==> src/rtl/rt_pkg.sv <==
package rt_pkg;
  localparam int CTRL_W   = 24;
  localparam int BIT_PRE  = 23;
  localparam int RATE_LSB = 15;
  localparam int RATE_W   = 8;
  localparam int BIT_SW   = 14;
  localparam int BIT_EN   = 13;
  localparam logic [CTRL_W-1:0] RSV_MASK = 24'h0004F0;
endpackage

==> src/rtl/rt_ctrl_reg.sv <==
module rt_ctrl_reg
  import rt_pkg::*;
(
  input  logic              clk,
  input  logic              rst,
  input  logic              wr_en,
  input  logic [CTRL_W-1:0] wr_data,
  input  logic              sw_clr,
  output logic [CTRL_W-1:0] ctrl_q
);
  always_ff @(posedge clk) begin
    if (rst) begin
      ctrl_q <= '0;
    end else begin
      if (sw_clr) ctrl_q[BIT_SW] <= 1'b0;
      if (wr_en) ctrl_q <= wr_data & ~RSV_MASK;
    end
  end

  assert_reserved_zero_R2: assert property (@(posedge clk) disable iff (rst)
    (ctrl_q & RSV_MASK) == '0);

  assert_sw_clear_R7: assert property (@(posedge clk) disable iff (rst)
    (ctrl_q[BIT_SW] && sw_clr && !wr_en) |=> !ctrl_q[BIT_SW]);
endmodule

==> src/rtl/rt_prescaler.sv <==
module rt_prescaler #(
  parameter int PRE_DIV = 64
) (
  input  logic clk,
  input  logic rst,
  input  logic run,
  input  logic div_sel,
  output logic tick
);
  generate
    if (PRE_DIV > 1) begin : g_div
      localparam int PW = $clog2(PRE_DIV);
      localparam logic [PW-1:0] LAST = PW'(PRE_DIV - 1);
      logic [PW-1:0] pcnt;

      always_ff @(posedge clk) begin
        if (rst || !run)      pcnt <= '0;
        else if (pcnt == LAST) pcnt <= '0;
        else                  pcnt <= pcnt + 1'b1;
      end

      assign tick = run && (!div_sel || pcnt == LAST);

      assert_tick_spacing_R4: assert property (@(posedge clk) disable iff (rst)
        (run && div_sel && tick && $stable(div_sel)) |=> !tick);
    end else begin : g_nodiv
      assign tick = run;
    end
  endgenerate
endmodule

==> src/rtl/rt_counter.sv <==
module rt_counter #(
  parameter int W = 8
) (
  input  logic         clk,
  input  logic         rst,
  input  logic         run,
  input  logic         tick,
  input  logic [W-1:0] limit,
  output logic         hit
);
  logic [W-1:0] cnt;

  assign hit = tick && (cnt >= limit);

  always_ff @(posedge clk) begin
    if (rst || !run)  cnt <= '0;
    else if (tick)    cnt <= (cnt >= limit) ? '0 : cnt + 1'b1;
  end

  assert_stopped_clear_R5: assert property (@(posedge clk) disable iff (rst)
    !run |=> (cnt == '0));
endmodule

==> src/rtl/rt_req.sv <==
module rt_req (
  input  logic clk,
  input  logic rst,
  input  logic hit,
  input  logic sw,
  input  logic done,
  output logic req_q,
  output logic done_ok
);
  logic set_now;

  assign done_ok = done && req_q;
  assign set_now = hit || (sw && !done_ok);

  always_ff @(posedge clk) begin
    if (rst) req_q <= 1'b0;
    else     req_q <= set_now || (req_q && !done_ok);
  end

  assert_hold_R6: assert property (@(posedge clk) disable iff (rst)
    (req_q && !done) |=> req_q);

  assert_done_clears_R6: assert property (@(posedge clk) disable iff (rst)
    (req_q && done && !hit) |=> !req_q);

  assert_idle_R9: assert property (@(posedge clk) disable iff (rst)
    (!req_q && !hit && !sw) |=> !req_q);
endmodule

==> src/rtl/refresh_timer.sv <==
module refresh_timer
  import rt_pkg::*;
#(
  parameter int PRE_DIV = 64
) (
  input  logic              clk,
  input  logic              rst,
  input  logic              wr_en,
  input  logic [CTRL_W-1:0] wr_data,
  output logic [CTRL_W-1:0] rd_data,
  output logic              refresh_req,
  input  logic              refresh_done
);
  logic [CTRL_W-1:0] ctrl_q;
  logic              tick, hit, done_ok;

  rt_ctrl_reg u_reg (
    .clk(clk), .rst(rst), .wr_en(wr_en), .wr_data(wr_data),
    .sw_clr(done_ok), .ctrl_q(ctrl_q)
  );

  rt_prescaler #(.PRE_DIV(PRE_DIV)) u_pre (
    .clk(clk), .rst(rst), .run(ctrl_q[BIT_EN]),
    .div_sel(ctrl_q[BIT_PRE]), .tick(tick)
  );

  rt_counter #(.W(RATE_W)) u_cnt (
    .clk(clk), .rst(rst), .run(ctrl_q[BIT_EN]), .tick(tick),
    .limit(ctrl_q[RATE_LSB +: RATE_W]), .hit(hit)
  );

  rt_req u_req (
    .clk(clk), .rst(rst), .hit(hit), .sw(ctrl_q[BIT_SW]),
    .done(refresh_done), .req_q(refresh_req), .done_ok(done_ok)
  );

  assign rd_data = ctrl_q;

  assert_disabled_quiet_R5: assert property (@(posedge clk) disable iff (rst)
    (!ctrl_q[BIT_EN] && !ctrl_q[BIT_SW] && !refresh_req) |=> !refresh_req);

  assert_done_ignored_R9: assert property (@(posedge clk) disable iff (rst)
    (!refresh_req && !wr_en) |=> $stable(rd_data));
endmodule

==> config.mk <==
export PLATFORM = sky130hd
export DESIGN_NAME = refresh_timer
export DESIGN_NICKNAME = d
export VERILOG_FILES = /design/src/rtl/rt_pkg.sv /design/src/rtl/rt_ctrl_reg.sv /design/src/rtl/rt_prescaler.sv /design/src/rtl/rt_counter.sv /design/src/rtl/rt_req.sv /design/src/rtl/refresh_timer.sv
export SDC_FILE = /design/constraint.sdc
export NUM_CORES = 1
export LEC_CHECK = 0
export BUFFER_PORTS_ARGS = -buffer_cell sky130_fd_sc_hd__buf_2
export CORE_MARGIN = 5
export CORE_UTILIZATION = 39
export CTS_BUF_LIST = sky130_fd_sc_hd__clkbuf_4
export CTS_CLUSTER_SIZE = 10
export DETAILED_ROUTE_END_ITERATION = 12
export PLACE_DENSITY = 0.65
export SETUP_SLACK_MARGIN = 0.3
export SLEW_MARGIN = 10
export SYNTH_ARGS = -nofsm -noshare
export SYNTH_HDL_FRONTEND = slang
export SYNTH_SLANG_ARGS = --single-unit
==> constraint.sdc <==
create_clock -name clk -period 4.8 [get_ports clk]
set_clock_uncertainty 0.15 [all_clocks]
set_input_delay 1.44 -clock clk [delete_from_list [all_inputs] [get_ports clk]]
set_output_delay 1.44 -clock clk [all_outputs]
set_load 0.005 [all_outputs]
# Word level (Yosys, flattened, before mapping)
# Cells that the tools add are included.
# word_totals
ram_bits,0
input_bits,28
reg_bits,34
latchBits,0
rom_bits,0
memories,0
output_inout_bits,25
# op_classes
bitwise_logic,0
n_eq_ne,1
n_reduce_logical,14
n_mul,0
div_mod_pow,0
n_mux,3
order_cmp,1
add_sub_neg,2
shift,0
# op_table
op,n
15-bit two-way mux,1
"8-bit by 1-bit adder with 8-bit output, second input constant",1
8-bit greater-or-equal comparator,1
8-bit two-way mux,1
"6-bit by 1-bit adder with 6-bit output, second input constant",1
"6-bit == test, second input constant",1
1-bit logical AND,5
1-bit logical OR,4
1-bit logical NOT,3
2-bit nonzero test,1
2-bit OR reduction,1
1-bit two-way mux,1

# Logic depth before layout (Yosys ltp)
# Gate-level depths: netlist (run 1).
# depth
ltp_word,6
mapped_depth,8
depth_no_buf,7

# Modules after synthesis
# A second synthesis (run 1) with hierarchy kept.
# hier_totals
cells_unflattened,165
area_unflattened_um2,1619.1
# modules_own_cells
module,instances,area_each_um2,cells_per_inst,seq_area_each_um2
rt_ctrl_reg,1,728.2,68,380.4
rt_counter,1,590.6,63,160.2
rt_prescaler,1,250.2,28,120.1
rt_req,1,50.0,6,20.0

# Least setup slack after synthesis (run 1)
# OpenSTA, ideal clock, no wires.
# synth_timing
path_type,input port to flip-flop
from,input rst
to,register u_cnt.cnt[4]
setup_slack_ns,2.503
required_time_ns,4.517
setup_time_ns,0.133
stages,4
path_buffers,1
arrival_time_ns,2.014
path_cell_list,and2b_2 buf_2 nand3_1 o311ai_2
# synth_via
elab_chain_cells,1
# synth_rtl
element,line_no,source
start: declaration,refresh_timer.sv:7,"input logic rst,"
1-bit logical OR,rt_counter.sv:16,if (rst || !run) cnt <= '0;
end signal: assignment,rt_counter.sv:17,else if (tick) cnt <= (cnt >= limit) ? '0 : cnt + 1'b1;
end: declaration,rt_counter.sv:11,logic [W-1:0] cnt;
# No other way between the ends.
# A chain may end at the register's enable or synchronous reset.

# Worst setup path in the final report (run 1)
# layout_timing
from,register u_reg.ctrl_q[13]
to,output rd_data[13]
# layout_rtl
element,line_no,source
start: declaration,rt_ctrl_reg.sv:9,output logic [CTRL_W-1:0] ctrl_q
start signal: assignment,rt_ctrl_reg.sv:16,if (wr_en) ctrl_q <= wr_data & ~RSV_MASK;
end: declaration,refresh_timer.sv:10,"output logic [CTRL_W-1:0] rd_data,"
# No word-level cell between the ends.

==> metrics.txt, run 1 <==
# TYPE chip_impl_metric gauge
chip_impl_metric{name="worst-path-max-fanout",unit=""} 6
chip_impl_info{name="status",value="complete, no violations"} 1
chip_impl_metric{name="yosysSeqAreaShare",unit="%"} 40.3
chip_impl_metric{name="p_sw",unit="uW"} 143
chip_impl_metric{name="max-cap-violations",unit=""} 0
chip_impl_metric{name="finalNetCount",unit=""} 259
chip_impl_metric{name="fillCellCount",unit=""} 440
chip_impl_metric{name="numClockSinks",unit=""} 34
chip_impl_metric{name="total_power",unit="uW"} 521
chip_impl_metric{name="grt_antenna_before_repair",unit=""} 0
chip_impl_info{name="cells_traversed_along_the_worst_timing_path",value="buf_2"} 1
chip_impl_info{name="critical_path.slowest_cell",value="dfxtp_1"} 1
chip_impl_metric{name="pwr-share-clk",unit="%"} 29.8
chip_impl_info{name="tritoncts",value="yes"} 1
chip_impl_metric{name="flow.area_growth_from_synthesis",unit="%"} 14.8
chip_impl_metric{name="finalCriticalPeriod",unit="ps"} 2570
chip_impl_info{name="path_delay_family",value="flip-flops"} 1
chip_impl_metric{name="diodes_inserted",unit=""} 0
chip_impl_metric{name="worst-path-buf-inv",unit=""} 1
chip_impl_metric{name="drc",unit=""} 0
chip_impl_info{name="final_common_cell",value="buf_2"} 1
chip_impl_info{name="worstSetupPathType",value="reg2out"} 1
chip_impl_metric{name="post_synth.cell_area_avg",unit="um^2"} 9.29
chip_impl_metric{name="setup_tns",unit="ps"} 0
chip_impl_metric{name="cp.arrival",unit="ps"} 980
chip_impl_metric{name="timing.final.crit_share",unit="%"} 53.6
chip_impl_metric{name="max-vdd-ir-drop",unit="mV"} 0.148
chip_impl_metric{name="cts-root-to-sink-buffers",unit=""} 2
chip_impl_metric{name="core_area",unit="um^2"} 4260
chip_impl_metric{name="post_synth_and_or_nand_nor_area_fraction",unit="%"} 21.5
chip_impl_metric{name="drt_pass1_iterations",unit=""} 4
chip_impl_metric{name="die_area",unit="um^2"} 5750
chip_impl_metric{name="synth_compound_area_share",unit="%"} 10.4
chip_impl_metric{name="cts_inserted_buffers",unit=""} 5
chip_impl_metric{name="cp.required",unit="ps"} 3210
chip_impl_metric{name="first_global_vias",unit=""} 1335
chip_impl_metric{name="max-slew-margin-rel",unit="%"} 63.6
chip_impl_metric{name="io_buffer_count",unit=""} 42
chip_impl_metric{name="gr-usage-all-layers",unit="%"} 12.9
chip_impl_metric{name="synth.area.mux_share",unit="%"} 10.7
chip_impl_metric{name="post_synth_instance_area",unit="um^2"} 1690
chip_impl_metric{name="grt_first_pass_wirelength",unit="mm"} 5.67
chip_impl_metric{name="initial_core_util",unit="%"} 39.6
chip_impl_metric{name="worst_path_largest_cell_delay",unit="ps"} 470
chip_impl_metric{name="detailedRoute.firstIterationViolations",unit=""} 117
chip_impl_metric{name="postCtsSetupRepairBufs",unit=""} 0
chip_impl_metric{name="netlist-cell-type-count",unit=""} 39
chip_impl_metric{name="placementRows",unit=""} 24
chip_impl_info{name="synth_top_family_by_area",value="simple AND/OR/NAND/NOR gates"} 1
chip_impl_info{name="setup_repair_after_global_routing_missed_its_margin",value="false"} 1
chip_impl_metric{name="layout-drive-gt1-share",unit="%"} 27.0
chip_impl_metric{name="finalHoldViolations",unit=""} 0
chip_impl_metric{name="wl",unit="mm"} 3.25
chip_impl_metric{name="power.density",unit="nW/um^2"} 269
chip_impl_metric{name="synthAdderAreaFrac",unit="%"} 7.40
chip_impl_metric{name="power.static_leakage",unit="uW"} 0.000862
chip_impl_metric{name="die_h",unit="um"} 75.8
chip_impl_metric{name="internal_power_summed_over_all_cells",unit="uW"} 378
chip_impl_metric{name="worstSkewPairLatency",unit="ps"} 340
chip_impl_metric{name="final-instance-count-excl-fill",unit=""} 274
chip_impl_metric{name="setup-violations-final",unit=""} 0
chip_impl_metric{name="switching_share_of_power",unit="%"} 27.5
chip_impl_metric{name="timing_worst_slew_pin_value",unit="ps"} 546
chip_impl_info{name="crit_path_start_kind",value="flip-flop"} 1
chip_impl_metric{name="floorplan.die.width",unit="um"} 75.8
chip_impl_metric{name="dpl.cell_count",unit=""} 266
chip_impl_info{name="highest_count_cells_in_the_layout_ignoring_fill_and_taps",value="buf_2 (42), dfxtp_1 (34), nor2_1 (28)"} 1
chip_impl_metric{name="postCtsHoldBufs",unit=""} 0
chip_impl_metric{name="synth.ff_latch_count",unit=""} 34
chip_impl_metric{name="wire_per_inst",unit="um"} 11.9
chip_impl_metric{name="post_dr_vias_cell",unit=""} 4.89
chip_impl_info{name="cts_root_buf",value="clkbuf_4"} 1
chip_impl_metric{name="grt.overflow.total",unit=""} 0
chip_impl_metric{name="cts-htree-levels",unit=""} 2
chip_impl_metric{name="place.detailed.hpwl",unit="mm"} 2.37
chip_impl_metric{name="detail-route-antenna-nets",unit=""} 0
chip_impl_metric{name="clk_transition_reported_paths",unit="ps"} 110
chip_impl_metric{name="report.final.slew_viol_count",unit=""} 0
chip_impl_metric{name="power.combinational.fraction",unit="%"} 12.8
chip_impl_metric{name="ioPinCount",unit=""} 53
chip_impl_metric{name="pin_count_of_the_biggest_net_entering_global_routing",unit=""} 23
chip_impl_info{name="timing.hold.worst.class",value="reg2reg"} 1
chip_impl_metric{name="cts.repair.resized",unit=""} 0
chip_impl_metric{name="ys.warnings.count",unit=""} 0
chip_impl_metric{name="post_synth_inst_count",unit=""} 182
chip_impl_metric{name="fmax",unit="MHz"} 389
chip_impl_metric{name="routabilityCongestion",unit=""} 0.774
chip_impl_metric{name="power_frac_seq",unit="%"} 57.5
chip_impl_info{name="critPathCaptureType",value="primary output"} 1
chip_impl_metric{name="vias",unit=""} 1340
chip_impl_metric{name="synth_xor_xnor_area_share",unit="%"} 2.07
## synthesized netlist by cell type
cell,n,share of area [%]
a211oi_2,1,0.74
a21oi_1,6,1.8
a21oi_4,1,0.96
a31oi_1,1,0.37
a31oi_4,1,1.3
and2b_2,1,0.52
and3_1,1,0.37
and3_4,1,0.67
buf_2,3,0.89
buf_4,8,3.6
buf_6,1,0.67
clkbuf_1,2,0.44
conb_1,1,0.22
dfxtp_1,34,40
ha_1,10,7.4
inv_1,9,2.0
mux2i_1,18,11
nand2_1,14,3.1
nand2b_1,1,0.37
nand2b_4,1,0.81
nand3_1,12,3.6
nand3_4,1,1.0
nand4_1,4,1.5
nor2_1,28,6.2
nor2b_1,2,0.74
nor2b_4,1,0.81
nor3_1,2,0.59
nor3b_1,1,0.44
o2111ai_1,1,0.52
o211ai_1,1,0.44
o21a_1,1,0.44
o21ai_0,1,0.30
o21ai_1,2,0.59
o21ai_2,1,0.52
o311ai_1,1,0.52
o311ai_2,2,1.9
or2_1,2,0.74
xnor2_1,3,1.6
xor2_1,1,0.52
## cells by family (layout without fill, tap and decap cells)
kind of cell / after synthesis / in the layout
AO/OA/AOI/OAI: 20 / 20
XOR/XNOR: 4 / 4
adder cells (fa/ha/maj): 10 / 10
buffers and inverters: 23 / 59
flip-flops: 34 / 34
multiplexers: 18 / 18
other: 1 / 5
AND/OR/NAND/NOR: 72 / 72
## area by class of cell
| type | instances | area [um^2] | share of cell area (%) |
|---|---|---|---|
| multi-input combinational | 129 | 897 | 46.2 |
| inverter | 9 | 33.8 | 1.74 |
| clock buffer | 5 | 37.5 | 1.93 |
| tap | 52 | 65.1 | 3.35 |
| timing repair buffer | 42 | 210 | 10.8 |
| sequential | 34 | 681 | 35.1 |
| clock inverter | 3 | 16.3 | 0.838 |
## worst paths after layout
check	from	end	slack (ps)	cells past startpoint
worst min-delay path	u_pre.g_div.pcnt[0]$_SDFF_PP0_	u_pre.g_div.pcnt[0]$_SDFF_PP0_	330	1
worst max register to register	u_reg.ctrl_q[17]$_SDFFE_PP0P_	u_cnt.cnt[3]$_SDFFE_PP0P_	2750	7
worst max-delay path	u_reg.ctrl_q[13]$_SDFFE_PP0P_	rd_data[13]	2230	1
worst min register to register	u_pre.g_div.pcnt[0]$_SDFF_PP0_	u_pre.g_div.pcnt[0]$_SDFF_PP0_	330	1
## registers in the layout, indices dropped and copies added, names as in the netlist
name,count
u_cnt.cnt,8
u_reg.ctrl_q,19
u_pre.g_div.pcnt,6
u_req.req_q,1
## power by group through the flow
stage	combinational, uW	clock, uW	sequential (uW)
floorplan	48.7	0	306
global route	76.2	176	302
global placement	66.5	0	306
CTS	68.1	162	300
finish	66.6	155	300
detailed placement	68.0	0	306
## through the flow
| stage | cell area (um^2) | setup slack (ps) | util (%) | hold WS, ps |
|---|---|---|---|---|
| final | 1940 | 2230 | 45.5 | 330 |
| after global routing | 1940 | 2140 | 45.5 | 375 |
| after CTS | 1940 | 2210 | 45.5 | 330 |
| after detailed placement | 1890 | 2070 | 44.2 | 308 |
| after global placement | 1890 | 2080 | 44.2 | 281 |
| after floorplan | 1710 | 2500 | - | 268 |
## routing by layer
layer / vias to the layer above / track usage (%) / share of wire (%)
met5: - / 0 / 0
met4: 0 / 4.08 / 1.4
met3: 6 / 5.94 / 8.4
met2: 45 / 21.9 / 45
met1: 599 / 14.3 / 46
li1: 690 / - / -
(Power assumes the default switching activity.)
==> inputs of run 2 (changes only) <==
Settings changed: PLACE_DENSITY 0.65 to 0.67.
Clock period 4.8 ns to 2.2 ns, I/O delays scaled along.
==> metrics.txt, run 2 (synthesis results as in run 1) <==
# TYPE chip_impl_metric gauge
chip_impl_metric{name="total_power",unit="uW"} 1150
chip_impl_metric{name="max-cap-violations",unit=""} 0
chip_impl_metric{name="final.hold.worst_slack",unit="ps"} 308
chip_impl_metric{name="postCtsHoldBufs",unit=""} 0
chip_impl_metric{name="grt.overflow.total",unit=""} 0
chip_impl_info{name="timing.rr.end",value="u_cnt.cnt[3]$_SDFFE_PP0P_"} 1
chip_impl_info{name="critical_path.slowest_cell",value="dfxtp_2"} 1
chip_impl_metric{name="die_h",unit="um"} 75.8
chip_impl_info{name="critPathCaptureType",value="flip-flop"} 1
chip_impl_metric{name="dpl.cell_count",unit=""} 268
chip_impl_metric{name="reg2reg_setup_slack",unit="ps"} 340
chip_impl_metric{name="detailedRoute.firstIterationViolations",unit=""} 60
chip_impl_metric{name="final-instance-count-excl-fill",unit=""} 278
chip_impl_metric{name="largest_register_ffs",unit=""} 19
chip_impl_metric{name="fmax",unit="MHz"} 536
chip_impl_metric{name="clk_transition_reported_paths",unit="ps"} 110
chip_impl_metric{name="grt_first_pass_wirelength",unit="mm"} 5.22
chip_impl_metric{name="routabilityCongestion",unit=""} 0.760
chip_impl_metric{name="worst-path-max-fanout",unit=""} 7
chip_impl_metric{name="drt_pass1_iterations",unit=""} 4
chip_impl_metric{name="io_buffer_count",unit=""} 42
chip_impl_info{name="whs_endpoint",value="u_pre.g_div.pcnt[0]$_SDFF_PP0_"} 1
chip_impl_metric{name="finalNetCount",unit=""} 263
chip_impl_metric{name="rr_worst_depth",unit=""} 7
chip_impl_info{name="timing.hold.worst.class",value="reg2reg"} 1
chip_impl_metric{name="die_area",unit="um^2"} 5750
chip_impl_metric{name="power.density",unit="nW/um^2"} 573
chip_impl_metric{name="worstSkewPairLatency",unit="ps"} 350
chip_impl_info{name="hold_path_start",value="u_pre.g_div.pcnt[0]$_SDFF_PP0_"} 1
chip_impl_metric{name="max-vdd-ir-drop",unit="mV"} 0.290
chip_impl_metric{name="initial_core_util",unit="%"} 39.6
chip_impl_metric{name="setup_tns",unit="ps"} 0
chip_impl_info{name="largest_register",value="u_reg.ctrl_q"} 1
chip_impl_metric{name="final_critical_path_setup_slack",unit="ps"} 335
chip_impl_info{name="worstSetupPathType",value="reg2reg"} 1
chip_impl_info{name="cts_root_buf",value="clkbuf_4"} 1
chip_impl_metric{name="floorplan.die.width",unit="um"} 75.8
chip_impl_metric{name="cts-root-to-sink-buffers",unit=""} 2
chip_impl_metric{name="setup-violations-final",unit=""} 0
chip_impl_info{name="final_common_cell",value="buf_2"} 1
chip_impl_info{name="crit_path_start_kind",value="flip-flop"} 1
chip_impl_metric{name="diodes_inserted",unit=""} 0
chip_impl_metric{name="numClockSinks",unit=""} 34
chip_impl_info{name="status",value="complete, no violations"} 1
chip_impl_metric{name="wl",unit="mm"} 3.22
chip_impl_info{name="highest_count_cells_in_the_layout_ignoring_fill_and_taps",value="buf_2 (42), nor2_1 (28), dfxtp_1 (27)"} 1
chip_impl_metric{name="vias",unit=""} 1330
chip_impl_metric{name="place.detailed.hpwl",unit="mm"} 2.35
chip_impl_metric{name="cp.required",unit="ps"} 2310
chip_impl_metric{name="timing_worst_slew_pin_value",unit="ps"} 550
chip_impl_metric{name="core_area",unit="um^2"} 4260
chip_impl_info{name="setup_repair_after_global_routing_missed_its_margin",value="true"} 1
chip_impl_metric{name="pin_count_of_the_biggest_net_entering_global_routing",unit=""} 22
chip_impl_metric{name="placementRows",unit=""} 24
chip_impl_metric{name="report.final.slew_viol_count",unit=""} 0
chip_impl_metric{name="finalHoldViolations",unit=""} 0
chip_impl_metric{name="detail-route-antenna-nets",unit=""} 0
chip_impl_info{name="r2r_start",value="u_reg.ctrl_q[17]$_SDFFE_PP0P_"} 1
chip_impl_metric{name="layout-drive-gt1-share",unit="%"} 33.2
chip_impl_metric{name="wire_per_inst",unit="um"} 11.6
chip_impl_metric{name="grt_antenna_before_repair",unit=""} 0
chip_impl_metric{name="flow.area_growth_from_synthesis",unit="%"} 18.9
chip_impl_metric{name="cts_inserted_buffers",unit=""} 5
chip_impl_metric{name="place_worst_setup_slack",unit="ps"} 246
chip_impl_metric{name="power.static_leakage",unit="uW"} 0.000890
chip_impl_metric{name="first_global_vias",unit=""} 1260
chip_impl_info{name="reg.largest.list",value="u_reg.ctrl_q (19), u_cnt.cnt (8), u_pre.g_div.pcnt (6)"} 1
chip_impl_metric{name="gr-usage-all-layers",unit="%"} 12.1
chip_impl_metric{name="cp.arrival",unit="ps"} 1970
chip_impl_metric{name="drc",unit=""} 0
chip_impl_metric{name="post_dr_vias_cell",unit=""} 4.78
chip_impl_info{name="tritoncts",value="yes"} 1
chip_impl_metric{name="max-slew-margin-rel",unit="%"} 63.3
chip_impl_metric{name="cts-htree-levels",unit=""} 2
chip_impl_info{name="cells_traversed_along_the_worst_timing_path",value="inv_2 -> ha_4 -> a211oi_2 -> o21ai_2 -> a21oi_4 -> nand3_4 -> o311ai_2"} 1
chip_impl_metric{name="worst_path_largest_cell_delay",unit="ps"} 360
chip_impl_metric{name="finalCriticalPeriod",unit="ps"} 1860
chip_impl_metric{name="timing.final.crit_share",unit="%"} 84.8
chip_impl_metric{name="fillCellCount",unit=""} 423
chip_impl_metric{name="ioPinCount",unit=""} 53
chip_impl_metric{name="hold_depth",unit=""} 1
[run 2: power by group]
part           switching (uW)  internal (uW)  leakage (uW)  total (uW)
Sequential               15.4            639      0.000281         654
Clock                     217            119     0.0000286         336
Combinational            80.5           81.2      0.000580         162
Total                     313            839      0.000890        1150
[run 2: layout make-up]
type,count,area (um^2),share of cell area (%)
Sequential cell,34,689,34.3
Clock inverter,3,16.3,0.809
Tap cell,52,65.1,3.24
Inverter,9,33.8,1.68
Timing Repair Buffer,46,248,12.3
Clock buffer,5,37.5,1.87
Multi-Input combinational cell,129,921,45.8
[run 2: per-stage QoR]
| stage | util [%] | cell area [um^2] |
|---|---|---|
| floorplan | - | 1710 |
| global placement | 44.6 | 1900 |
| detailed placement | 44.6 | 1900 |
| CTS | 46.1 | 1970 |
| global route | 47.2 | 2010 |
| finish | 47.2 | 2010 |
[run 2: metal layers]
| layer | share of wire (%) | track usage, % | vias up |
|---|---|---|---|
| met3 | 9.5 | 5.54 | 8 |
| met5 | 0 | 0 | - |
| li1 | - | - | 695 |
| met2 | 42 | 19.4 | 40 |
| met4 | 2.1 | 6.41 | 0 |
| met1 | 46 | 13.3 | 587 |
[run 2: how the worst max path moves through the flow]
stage | start | to | slack [ps] | cells past startpoint
2_1_floorplan | u_reg.ctrl_q[17]$_SDFFE_PP0P_ | u_cnt.cnt[5]$_SDFFE_PP0P_ | 410 | 8
3_3_place_gp | u_reg.ctrl_q[17]$_SDFFE_PP0P_ | u_cnt.cnt[6]$_SDFFE_PP0P_ | 260 | 7
3_5_place_dp | u_reg.ctrl_q[17]$_SDFFE_PP0P_ | u_cnt.cnt[4]$_SDFFE_PP0P_ | 250 | 7
4_1_cts | u_reg.ctrl_q[17]$_SDFFE_PP0P_ | u_cnt.cnt[6]$_SDFFE_PP0P_ | 300 | 7
5_1_grt | u_reg.ctrl_q[18]$_SDFFE_PP0P_ | u_cnt.cnt[3]$_SDFFE_PP0P_ | 240 | 7
6_report | u_reg.ctrl_q[17]$_SDFFE_PP0P_ | u_cnt.cnt[3]$_SDFFE_PP0P_ | 340 | 7
[run 2: what timing repair did]
| item | CTS | global route |
|---|---|---|
| gates cloned | 0 | 0 |
| pin swaps | 2 | 6 |
| gates resized for setup | 2 | 11 |
| setup buffers | 1 | 1 |
| setup endpoints to repair | 7 | 8 |
[run 2: worst max-delay path, delay by kind of cell, from the launching register on]
family | cells | cell delay, ps
compound gates | 4 | 860
fa+ha+maj | 1 | 230
buf+inv | 1 | 50
flops | 1 | 360
simple gates | 1 | 140
